## src/rtl/txAisPkg.sv

```systemverilog
package txAisPkg;
  localparam int TRIG_COUNT = 3;
  typedef enum logic [1:0] {TRIG_TXCLK = 2'd0, TRIG_RXSIG = 2'd1, TRIG_RXCLK = 2'd2} trigIdx_e;
  typedef struct packed {
    logic load;       // capture a new output bit this cycle
    logic forceOnes;  // the bit about to be captured is AIS
  } aisStrobe_t;
endpackage

```

## src/rtl/txAisCtl.sv

```systemverilog
module txAisCtl
  import txAisPkg::*;
#(
  parameter int SYNC_STAGES = 2
) (
  input  logic       clk,
  input  logic       rstN,
  input  logic       bitEn,
  input  logic       manualAis,
  input  logic       altClkEn,
  input  logic       autoAisEn,
  input  logic       digitalIf,
  input  logic [TRIG_COUNT-1:0] lossRaw,
  output aisStrobe_t strobe,
  output logic       aisActive,
  output logic [1:0] aisCause,
  output logic       clkSelAlt
);
  logic [TRIG_COUNT-1:0] lossSync;
  logic manualQ, autoQ, autoReq, rxLoss;

  genvar gi;
  generate
    for (gi = 0; gi < TRIG_COUNT; gi++) begin : gSync
      logic [SYNC_STAGES-1:0] chain;
      always_ff @(posedge clk or negedge rstN) begin
        if (!rstN) chain <= '0;
        else       chain <= {chain[SYNC_STAGES-2:0], lossRaw[gi]};
      end
      assign lossSync[gi] = chain[SYNC_STAGES-1];
    end
  endgenerate

  always_comb begin
    rxLoss  = digitalIf ? lossSync[TRIG_RXCLK] : lossSync[TRIG_RXSIG];
    autoReq = (altClkEn & lossSync[TRIG_TXCLK]) | (autoAisEn & rxLoss);
  end

  always_ff @(posedge clk or negedge rstN) begin
    if (!rstN) begin
      manualQ <= 1'b0;
      autoQ   <= 1'b0;
    end else if (bitEn) begin
      manualQ <= manualAis;
      autoQ   <= autoReq;
    end
  end

  assign strobe.load      = bitEn;
  assign strobe.forceOnes = manualAis | autoReq;
  assign aisActive        = manualQ | autoQ;
  assign aisCause         = {autoQ, manualQ};
  assign clkSelAlt        = aisActive & altClkEn;
endmodule

```

## src/rtl/txAisPath.sv

```systemverilog
module txAisPath
  import txAisPkg::*;
(
  input  logic       clk,
  input  logic       rstN,
  input  aisStrobe_t strobe,
  input  logic       lineLoop,
  input  logic       txData,
  input  logic       rxData,
  output logic       dataOut
);
  logic srcBit;
  assign srcBit = lineLoop ? rxData : txData;

  always_ff @(posedge clk or negedge rstN) begin
    if (!rstN)            dataOut <= 1'b0;
    else if (strobe.load) dataOut <= strobe.forceOnes ? 1'b1 : srcBit;
  end
endmodule

```

## src/rtl/txAisCtrl.sv

```systemverilog
module txAisCtrl
  import txAisPkg::*;
#(
  parameter int SYNC_STAGES = 2
) (
  input  logic       clk,
  input  logic       rstN,
  input  logic       bitEn,
  input  logic       txData,
  input  logic       rxData,
  input  logic       manualAis,
  input  logic       altClkEn,
  input  logic       autoAisEn,
  input  logic       lineLoop,
  input  logic       txLossClk,
  input  logic       rxLossSig,
  input  logic       rxLossClk,
  input  logic       digitalIf,
  output logic       dataOut,
  output logic       aisActive,
  output logic [1:0] aisCause,
  output logic       clkSelAlt
);
  aisStrobe_t strobe;
  logic [TRIG_COUNT-1:0] lossRaw;

  always_comb begin
    lossRaw = '0;
    lossRaw[TRIG_TXCLK] = txLossClk;
    lossRaw[TRIG_RXSIG] = rxLossSig;
    lossRaw[TRIG_RXCLK] = rxLossClk;
  end

  txAisCtl #(.SYNC_STAGES(SYNC_STAGES)) uCtl (
    .clk(clk), .rstN(rstN), .bitEn(bitEn), .manualAis(manualAis),
    .altClkEn(altClkEn), .autoAisEn(autoAisEn), .digitalIf(digitalIf),
    .lossRaw(lossRaw), .strobe(strobe), .aisActive(aisActive),
    .aisCause(aisCause), .clkSelAlt(clkSelAlt)
  );

  txAisPath uPath (
    .clk(clk), .rstN(rstN), .strobe(strobe), .lineLoop(lineLoop),
    .txData(txData), .rxData(rxData), .dataOut(dataOut)
  );
endmodule

```

## config.mk

```make
export PLATFORM = sky130hd
export DESIGN_NAME = txAisCtrl
export DESIGN_NICKNAME = d
export VERILOG_FILES = /design/src/rtl/txAisPkg.sv /design/src/rtl/txAisCtl.sv /design/src/rtl/txAisPath.sv /design/src/rtl/txAisCtrl.sv
export SDC_FILE = /design/constraint.sdc
export NUM_CORES = 1
export LEC_CHECK = 0
export BUFFER_PORTS_ARGS = -buffer_cell sky130_fd_sc_hd__buf_2
export CAP_MARGIN = 25
export CORE_AREA = 5 5 42 44
export DETAILED_ROUTE_END_ITERATION = 16
export DIE_AREA = 0 0 47 49
export PLACE_DENSITY = 0.56
export SYNTH_ARGS = -nofsm -noshare
export SYNTH_HDL_FRONTEND = slang
export SYNTH_HIERARCHICAL = 1
export SYNTH_SLANG_ARGS = --single-unit
```

## constraint.sdc

```tcl
create_clock -name clk -period 1 [get_ports clk]
set_input_delay 0.15 -clock clk [delete_from_list [all_inputs] [get_ports clk]]
set_output_delay 0.15 -clock clk [all_outputs]
set_load 0.02 [all_outputs]
```

==> flow_summary.yaml, run 1 <==
outcome:
  status: "finished, violations left"
  violations: "negative setup slack"
pwr:
  power_leakage_nw: 0.2712
  p_per_area_nw_per_um2: 1576
  ir_drop_mv: 0.6102
grt:
  antenna_found_initial: 0
  grt_pass1_vias: 288
  grt_pass1_wl_mm: 1.145
  grt_max_degree: 10
  track_usage_pct: 6.771
  gr-total-overflow: 0
clocking:
  cts_tree: "yes"
  worstSkewPairLatency_ps: 250
  path_clk_slew_ps: 60
  cts-root-buf: "clkbuf_4"
  cts_buffers: 3
  clk_path_buf_depth: 2
  cts_sinks: 9
  htreeDepth: 1
job:
  maxCapViolCount: 0
synthesis:
  synth.ff_latch_count: 9
  avgSynthCellArea_um2: 12.79
  ys_seq_area_share_pct: 65.22
  synthMuxAreaShare_pct: 9.058
  synth_cell_types: 14
  synthesis.area_um2: 345.3
  synth_top_family_by_area: "buffers and inverters"
  synth_area_leaders: "dfrtp_1, buf_4, mux2i_1"
  yosysWarnings: 6
  synth_top_area_share_pct: 65.22
  netlist_instances: 27
  syn-num-nets: 40
  synth-simple-area-share_pct: 8.696
  yosys.area_share.adder_pct: 0
  synth_xor_area_share_pct: 0
  synth_compound_area_share_pct: 7.246
  synth_area_leader_cell: "dfrtp_1"
route:
  vias_per_cell: 3.970
  drc: 0
  wl_um: 669
  via_count: 266
  wl_per_cell_um: 9.985
  final_antenna_net_count: 0
  drt_iter0_markers: 2
  drtPass1Iterations: 4
placement:
  placed_area_um2: 427.9
  hpwl_um: 495.3
  place.gp.congestion: 0.7150
  port_buffers: 17
timing:
  worst_pin_slew_ps: 160.5
  fmax_mhz: 778.3
  timing.setup.tns_ps: -543.4
  setup_viol: 4
  fin_crit_sh_pct: 128.5
  finalHoldViolCount: 0
  drv_slew: 0
  skew_ps: 3.007
  min_period_ps: 1285
  slew-limit-headroom_pct: 88.99
  rsz0062_at_grt: "true"
  setup_slack_ps: -284.9
critical_path:
  cp-start-kind: "register"
  end_kind: "output port"
  arrival_ps: 1130
  path_class: "reg2out"
  cp_data_required_time_ps: 850
  r2r_slack_ps: 130
  worst-path-max-fanout: 2
layout:
  drive_above_1_share_pct: 50.98
  area_growth_pct: 54.35
  fill_cells: 148
  multiInputGateArea_um2: 86.33
  diodes: 0
  seqCellArea_um2: 225.2
  fin_util_pct: 38.04
  fin_nets: 65
  fin_area_um2: 533.0
floorplanning:
  core_um2: 1401
  io_pins: 18
  dieHeight_um: 49
  die_w_um: 47
  initial_core_util_pct: 24.64
  dieArea_um2: 2303
  rows: 14
min_path:
  hold_class: "in2reg"
-- metal layers --
| metal | vias up | GRT usage [%] | part of all wire [%] |
|---|---|---|---|
| li1 | 136 | - | - |
| met3 | 0 | 2.583 | 15 |
| met1 | 116 | 8.447 | 37 |
| met4 | 0 | 4.147 | 0 |
| met5 | - | 0 | 0 |
| met2 | 14 | 9.502 | 48 |
-- cell usage after synthesis --
cell type	number
mux2i_1	2
mux2_2	1
inv_1	3
nor2_1	1
o221ai_1	1
a21oi_1	1
a31oi_1	1
or2_4	1
nand2_1	1
buf_4	3
and2_4	1
nand3_1	1
dfrtp_1	9
o21ai_0	1
-- sequential cells by signal, indices dropped and copies added, names as in the netlist --
register	cells
uPath/dataOut	1
uCtl/autoQ	1
uCtl/gSync.chain	6
uCtl/manualQ	1
-- worst max-delay path: stages (launching register included) --
cell	delay, ps
dfrtp_1	390
or2_4	230
and2_4	140
buf_6	120
-- repair_timing --
action,CTS,global route
setup buffers,1,1
pin swaps,2,0
setup endpoints to repair,2,3
hold endpoints to repair,12,0
hold buffers,4,0
resized for setup,4,3
-- cell type report --
cell class / instances / area share (%)
repair buffers: 23 / 30.52
inverters: 3 / 2.113
multi-input cells: 12 / 16.20
well taps: 16 / 3.756
flip-flops and latches: 9 / 42.25
clock inverters: 1 / 0.9390
clock buffers: 3 / 4.225
-- through the flow --
stage | power [mW] | hold slack (ps) | std cells | worst slack (ps)
CTS | 0.8370 | 139.6 | 66 | -291.7
global placement | 0.5271 | 6.132 | 57 | -47.46
finish | 0.8398 | 144.5 | 67 | -284.9
detailed placement | 0.5291 | 9.005 | 57 | -54.26
global route | 0.8841 | 143.0 | 67 | -322.9
floorplan | 0.4849 | -145.6 | 27 | 15.66
-- logic make-up (layout without fill, tap and decap cells) --
logic type / Yosys count / after routing
muxes: 3 / 3
and+or+nand+nor: 5 / 5
AOI/OAI and AO/OA: 4 / 4
DFF: 9 / 9
buffers and inverters: 6 / 30
-- placed cells by master (no fill, tap or decap) --
master and count:
mux2i_1 2, a21oi_1 1, nor2_1 1, buf_2 14
nand2_1 1, mux2_2 1, and2_4 1, clkinv_2 1
dfrtp_1 9, buf_6 4, dlygate4sd3_1 4, or2_4 1
inv_1 3, a31oi_1 1, nand3_1 1, o21ai_0 1
o221ai_1 1, clkbuf_4 3, buf_4 1
-- report_power, final --
| part | switching (mW) | internal (mW) |
|---|---|---|
| combinational | 0.0747 | 0.0950 |
| sequential | 0.00970 | 0.388 |
| clock | 0.125 | 0.147 |
-- worst paths after layout --
path,cells past startpoint,end,from
worst min register to register,0,uCtl/gSync[2].chain[1]$_DFF_PN0_,uCtl/gSync[2].chain[0]$_DFF_PN0_
worst max-delay path,3,clkSelAlt,uCtl/autoQ$_DFFE_PN0P_
max in group asynchronous,2,uPath/dataOut$_DFFE_PN0P_,rstN
worst min-delay path,2,uCtl/manualQ$_DFFE_PN0P_,manualAis
min in group asynchronous,2,uCtl/gSync[1].chain[0]$_DFF_PN0_,rstN
worst max register to register,2,uCtl/manualQ$_DFFE_PN0P_,uCtl/manualQ$_DFFE_PN0P_
Note: power is estimated with default switching activity, not from simulation.
==> run 2, diff against run 1 <==
--- a/config.mk
+++ b/config.mk
@@ -8,9 +8,11 @@
 export BUFFER_PORTS_ARGS = -buffer_cell sky130_fd_sc_hd__buf_2
 export CAP_MARGIN = 25
 export CORE_AREA = 5 5 42 44
+export CTS_CLUSTER_DIAMETER = 50
 export DETAILED_ROUTE_END_ITERATION = 16
 export DIE_AREA = 0 0 47 49
-export PLACE_DENSITY = 0.56
+export PLACE_DENSITY = 0.58
+export SETUP_SLACK_MARGIN = 0.02
 export SYNTH_ARGS = -nofsm -noshare
 export SYNTH_HDL_FRONTEND = slang
 export SYNTH_HIERARCHICAL = 1
==> constraint.sdc (replaced) <==
create_clock -name clk -period 1.1 [get_ports clk]
set_input_delay 0.165 -clock clk [delete_from_list [all_inputs] [get_ports clk]]
set_output_delay 0.165 -clock clk [all_outputs]
set_load 0.02 [all_outputs]
==> flow_summary.yaml, run 2 (synthesized netlist as in run 1, its figures left out) <==
route:
  drc: 0
  via_count: 248
  final_antenna_net_count: 0
  vias_per_cell: 3.875
  wl_per_cell_um: 9.719
  drtPass1Iterations: 3
  wl_um: 622
  drt_iter0_markers: 3
critical_path:
  cp-start-kind: "register"
  worst-path-max-fanout: 2
  path_class: "reg2out"
  cp_data_required_time_ps: 940
  end_kind: "output port"
  arrival_ps: 1140
outcome:
  status: "finished, violations left"
  violations: "negative setup slack"
layout:
  area_growth_pct: 43.48
  fin_util_pct: 35.36
  mostFrequentLayoutCell: "buf_2"
  diodes: 0
  final_cell_mix: "buf_2, dfrtp_1, clkbuf_4, inv_1"
  fin_nets: 62
  largest-register: "uCtl/gSync.chain"
  largest_reg_flops: 6
  drive_above_1_share_pct: 52.08
  fin_area_um2: 495.5
placement:
  placed_area_um2: 427.9
  port_buffers: 17
  place.gp.congestion: 0.7370
  hpwl_um: 490.8
grt:
  grt_pass1_vias: 247
  gr-total-overflow: 0
  antenna_found_initial: 0
  grt_max_degree: 10
  track_usage_pct: 5.627
  grt_pass1_wl_um: 910
floorplanning:
  initial_core_util_pct: 24.64
  dieArea_um2: 2303
  die_w_um: 47
  core_um2: 1401
  rows: 14
  io_pins: 18
  dieHeight_um: 49
clocking:
  cts_tree: "yes"
  cts-root-buf: "clkbuf_4"
  worstSkewPairLatency_ps: 260
  htreeDepth: 1
  path_clk_slew_ps: 60
  cts_sinks: 9
  cts_buffers: 3
  clk_path_buf_depth: 2
timing:
  drv_slew: 0
  finalHoldViolCount: 0
  setup_slack_ps: -202.2
  slew-limit-headroom_pct: 87.89
  min_period_ps: 1302
  setup_viol: 2
  rsz0062_at_grt: "true"
  worst_pin_slew_ps: 176.6
  fin_crit_sh_pct: 118.4
  skew_ps: 0.5252
  fmax_mhz: 767.9
pwr:
  power_leakage_nw: 0.2550
  ir_drop_mv: 0.5722
  p_per_area_nw_per_um2: 1507
min_path:
  hold_class: "in2reg"
job:
  maxCapViolCount: 0
[run 2: path summary, 6_finish.rpt]
path | start | endpoint | slack, ps | cells past startpoint
max in group asynchronous | rstN | uPath/dataOut$_DFFE_PN0P_ | 650 | 2
worst max register to register | uCtl/gSync[2].chain[1]$_DFF_PN0_ | uPath/dataOut$_DFFE_PN0P_ | 230 | 4
worst min register to register | uCtl/gSync[2].chain[0]$_DFF_PN0_ | uCtl/gSync[2].chain[1]$_DFF_PN0_ | 350 | 0
min in group asynchronous | rstN | uCtl/gSync[0].chain[0]$_DFF_PN0_ | 280 | 2
worst min-delay path | rxLossSig | uCtl/gSync[1].chain[0]$_DFF_PN0_ | 10 | 1
worst max-delay path | uCtl/autoQ$_DFFE_PN0P_ | clkSelAlt | -200 | 3
[run 2: layer usage]
layer	track usage (%)	vias to the layer above	routed length, um
li1	-	129	-
met1	6.834	106	233
met2	7.692	13	289
met3	2.214	0	98
met4	4.147	0	0
met5	0	-	0
[run 2: final cells by class]
type | count | area (um^2)
Fill cell | 145 | 905.9
Sequential cell | 9 | 225.2
Timing Repair Buffer | 20 | 125.1
Multi-Input combinational cell | 12 | 86.33
Clock buffer | 3 | 22.52
Tap cell | 16 | 20.02
Inverter | 3 | 11.26
Clock inverter | 1 | 5.005
[run 2: what timing repair did]
action,CTS,global route
hold buffers,2,0
pin swaps,2,1
hold endpoints to repair,10,0
resized for setup,4,0
endpoints found under the setup margin,2,3
buffers inserted,1,1
[run 2: where the power goes]
| part | internal [mW] | switching, mW |
|---|---|---|
| logic | 0.0703 | 0.0637 |
| clock network | 0.134 | 0.117 |
| registers | 0.353 | 0.00862 |
| total | 0.557 | 0.189 |
[run 2: stage by stage]
step	TNS, ps	power [mW]	cells	worst slack (ps)	hold slack [ps]
finish	-305.1	0.7466	64	-202.2	12.35
global route	-361.2	0.7844	64	-230.7	9.262
CTS	-358.1	0.7621	64	-227.2	2.800
detailed placement	0	0.4810	57	21.54	26.82
global placement	0	0.4789	57	37.57	20.36
floorplan	0	0.4408	27	100.7	-130.6
[run 2: critical path: stages (launching register included)]
cell     delay, ps
dfrtp_1        380
or2_4          250
and2_4         140
buf_6          120
==> run 3, diff against run 2 <==
--- a/config.mk
+++ b/config.mk
@@ -11,6 +11,7 @@
 export CTS_CLUSTER_DIAMETER = 50
 export DETAILED_ROUTE_END_ITERATION = 16
 export DIE_AREA = 0 0 47 49
+export HOLD_SLACK_MARGIN = 0.12
 export PLACE_DENSITY = 0.58
 export SETUP_SLACK_MARGIN = 0.02
 export SYNTH_ARGS = -nofsm -noshare
==> flow_summary.yaml, run 3 (synthesized netlist as in run 1, its figures left out) <==
timing:
  finalHoldViolCount: 0
  setup_viol: 2
  hold_ws_ps: 161.4
  min_period_ps: 1302
  setup_slack_ps: -202.1
  rsz0062_at_grt: "true"
  drv_slew: 0
  timing.setup.tns_ps: -305.0
  skew_ps: 0.4727
  slew-limit-headroom_pct: 87.89
  fmax_mhz: 768.0
  fin_crit_sh_pct: 118.4
  worst_pin_slew_ps: 176.6
critical_path:
  critPathMaxStageDelay_ps: 380
  critPathLaunch: "uCtl/autoQ$_DFFE_PN0P_"
  r2r-start: "uCtl/gSync[2].chain[1]$_DFF_PN0_"
  crit_slowest_cell: "dfrtp_1"
  crit_chain: "or2_4 > and2_4 > buf_6"
  cp-start-kind: "register"
  cp_data_required_time_ps: 940
  worst-path-max-fanout: 2
  arrival_ps: 1140
  path_class: "reg2out"
  end_kind: "output port"
layout:
  largest-register: "uCtl/gSync.chain"
  finalNonFillerCells: 66
  final_cell_mix: "buf_2, dfrtp_1, dlygate4sd3_1"
  drive_above_1_share_pct: 50.00
  fin_area_um2: 515.5
  area_growth_pct: 49.28
  fill_cells: 141
  mostFrequentLayoutCell: "buf_2"
  diodes: 0
  fin_nets: 64
  seqCellArea_um2: 225.2
  multiInputGateArea_um2: 86.33
  largest_reg_flops: 6
  fin_util_pct: 36.79
grt:
  grt_pass1_vias: 253
  grt_max_degree: 10
  antenna_found_initial: 0
  track_usage_pct: 5.912
  grt_pass1_wl_um: 966
  gr-total-overflow: 0
route:
  vias_per_cell: 3.939
  drt_iter0_markers: 3
  drtPass1Iterations: 3
  final_antenna_net_count: 0
  drc: 0
  wl_um: 632
  wl_per_cell_um: 9.576
  via_count: 260
outcome:
  status: "finished, violations left"
  violations: "negative setup slack"
floorplanning:
  dieArea_um2: 2303
  initial_core_util_pct: 24.64
  die_w_um: 47
  rows: 14
  dieHeight_um: 49
  core_um2: 1401
  io_pins: 18
pwr:
  power_leakage_nw: 0.2633
  ir_drop_mv: 0.5879
  p_per_area_nw_per_um2: 1459
  total_power_mw: 0.7520
placement:
  dp.cells: 57
  hpwl_um: 490.8
  placed_area_um2: 427.9
  place.gp.congestion: 0.7370
  post-place-ws_ps: 21.54
  port_buffers: 17
min_path:
  holdCritStartpoint: "manualAis"
  hold_class: "in2reg"
clocking:
  htreeDepth: 1
  cts_sinks: 9
  cts_buffers: 3
  cts-root-buf: "clkbuf_4"
  clk_path_buf_depth: 2
  worstSkewPairLatency_ps: 260
  cts_tree: "yes"
  path_clk_slew_ps: 60
job:
  maxCapViolCount: 0
run 3: worst paths after layout:
| kind | depth (start not counted) | slack (ps) | end |
|---|---|---|---|
| setup / recovery | 3 | -200 | clkSelAlt |
| hold / removal | 2 | 160 | uCtl/manualQ$_DFFE_PN0P_ |
| setup reg to reg | 4 | 230 | uPath/dataOut$_DFFE_PN0P_ |
| hold reg to reg | 0 | 350 | uCtl/gSync[2].chain[1]$_DFF_PN0_ |
| max in group asynchronous | 2 | 650 | uPath/dataOut$_DFFE_PN0P_ |
| min in group asynchronous | 2 | 280 | uCtl/gSync[0].chain[0]$_DFF_PN0_ |
run 3: worst max-delay path, delay by kind of cell (launching register included):
kind | cells | cell delay (ps)
DFF | 1 | 380
buffers and inverters | 1 | 120
and+or+nand+nor | 2 | 390
run 3: what timing repair did:
action / in CTS / in global routing
endpoints found under the setup margin: 2 / 3
buffers inserted: 1 / 1
hold buffers: 4 / 0
pin swaps: 2 / 1
resized for setup: 4 / 0
hold endpoints to repair: 12 / 0
run 3: routing by layer:
layer	up-vias	routed length, um	global-route usage [%]
met1	114	234	7.289
met2	13	300	8.145
met3	0	98	2.214
met4	0	0	4.147
li1	133	-	-
met5	-	0	0
run 3: layout make-up:
class,count,area share (%)
multi-input combinational,12,16.75
sequential,9,43.69
inverter,3,2.184
tap,16,3.883
clock buffer,3,4.369
clock inverter,1,0.9709
timing repair buffer,22,28.16
run 3: power breakdown:
group / internal, mW / total [mW] / switching, mW
registers: 0.353 / 0.361 / 0.00862
clock network: 0.134 / 0.251 / 0.117
logic: 0.0749 / 0.139 / 0.0645
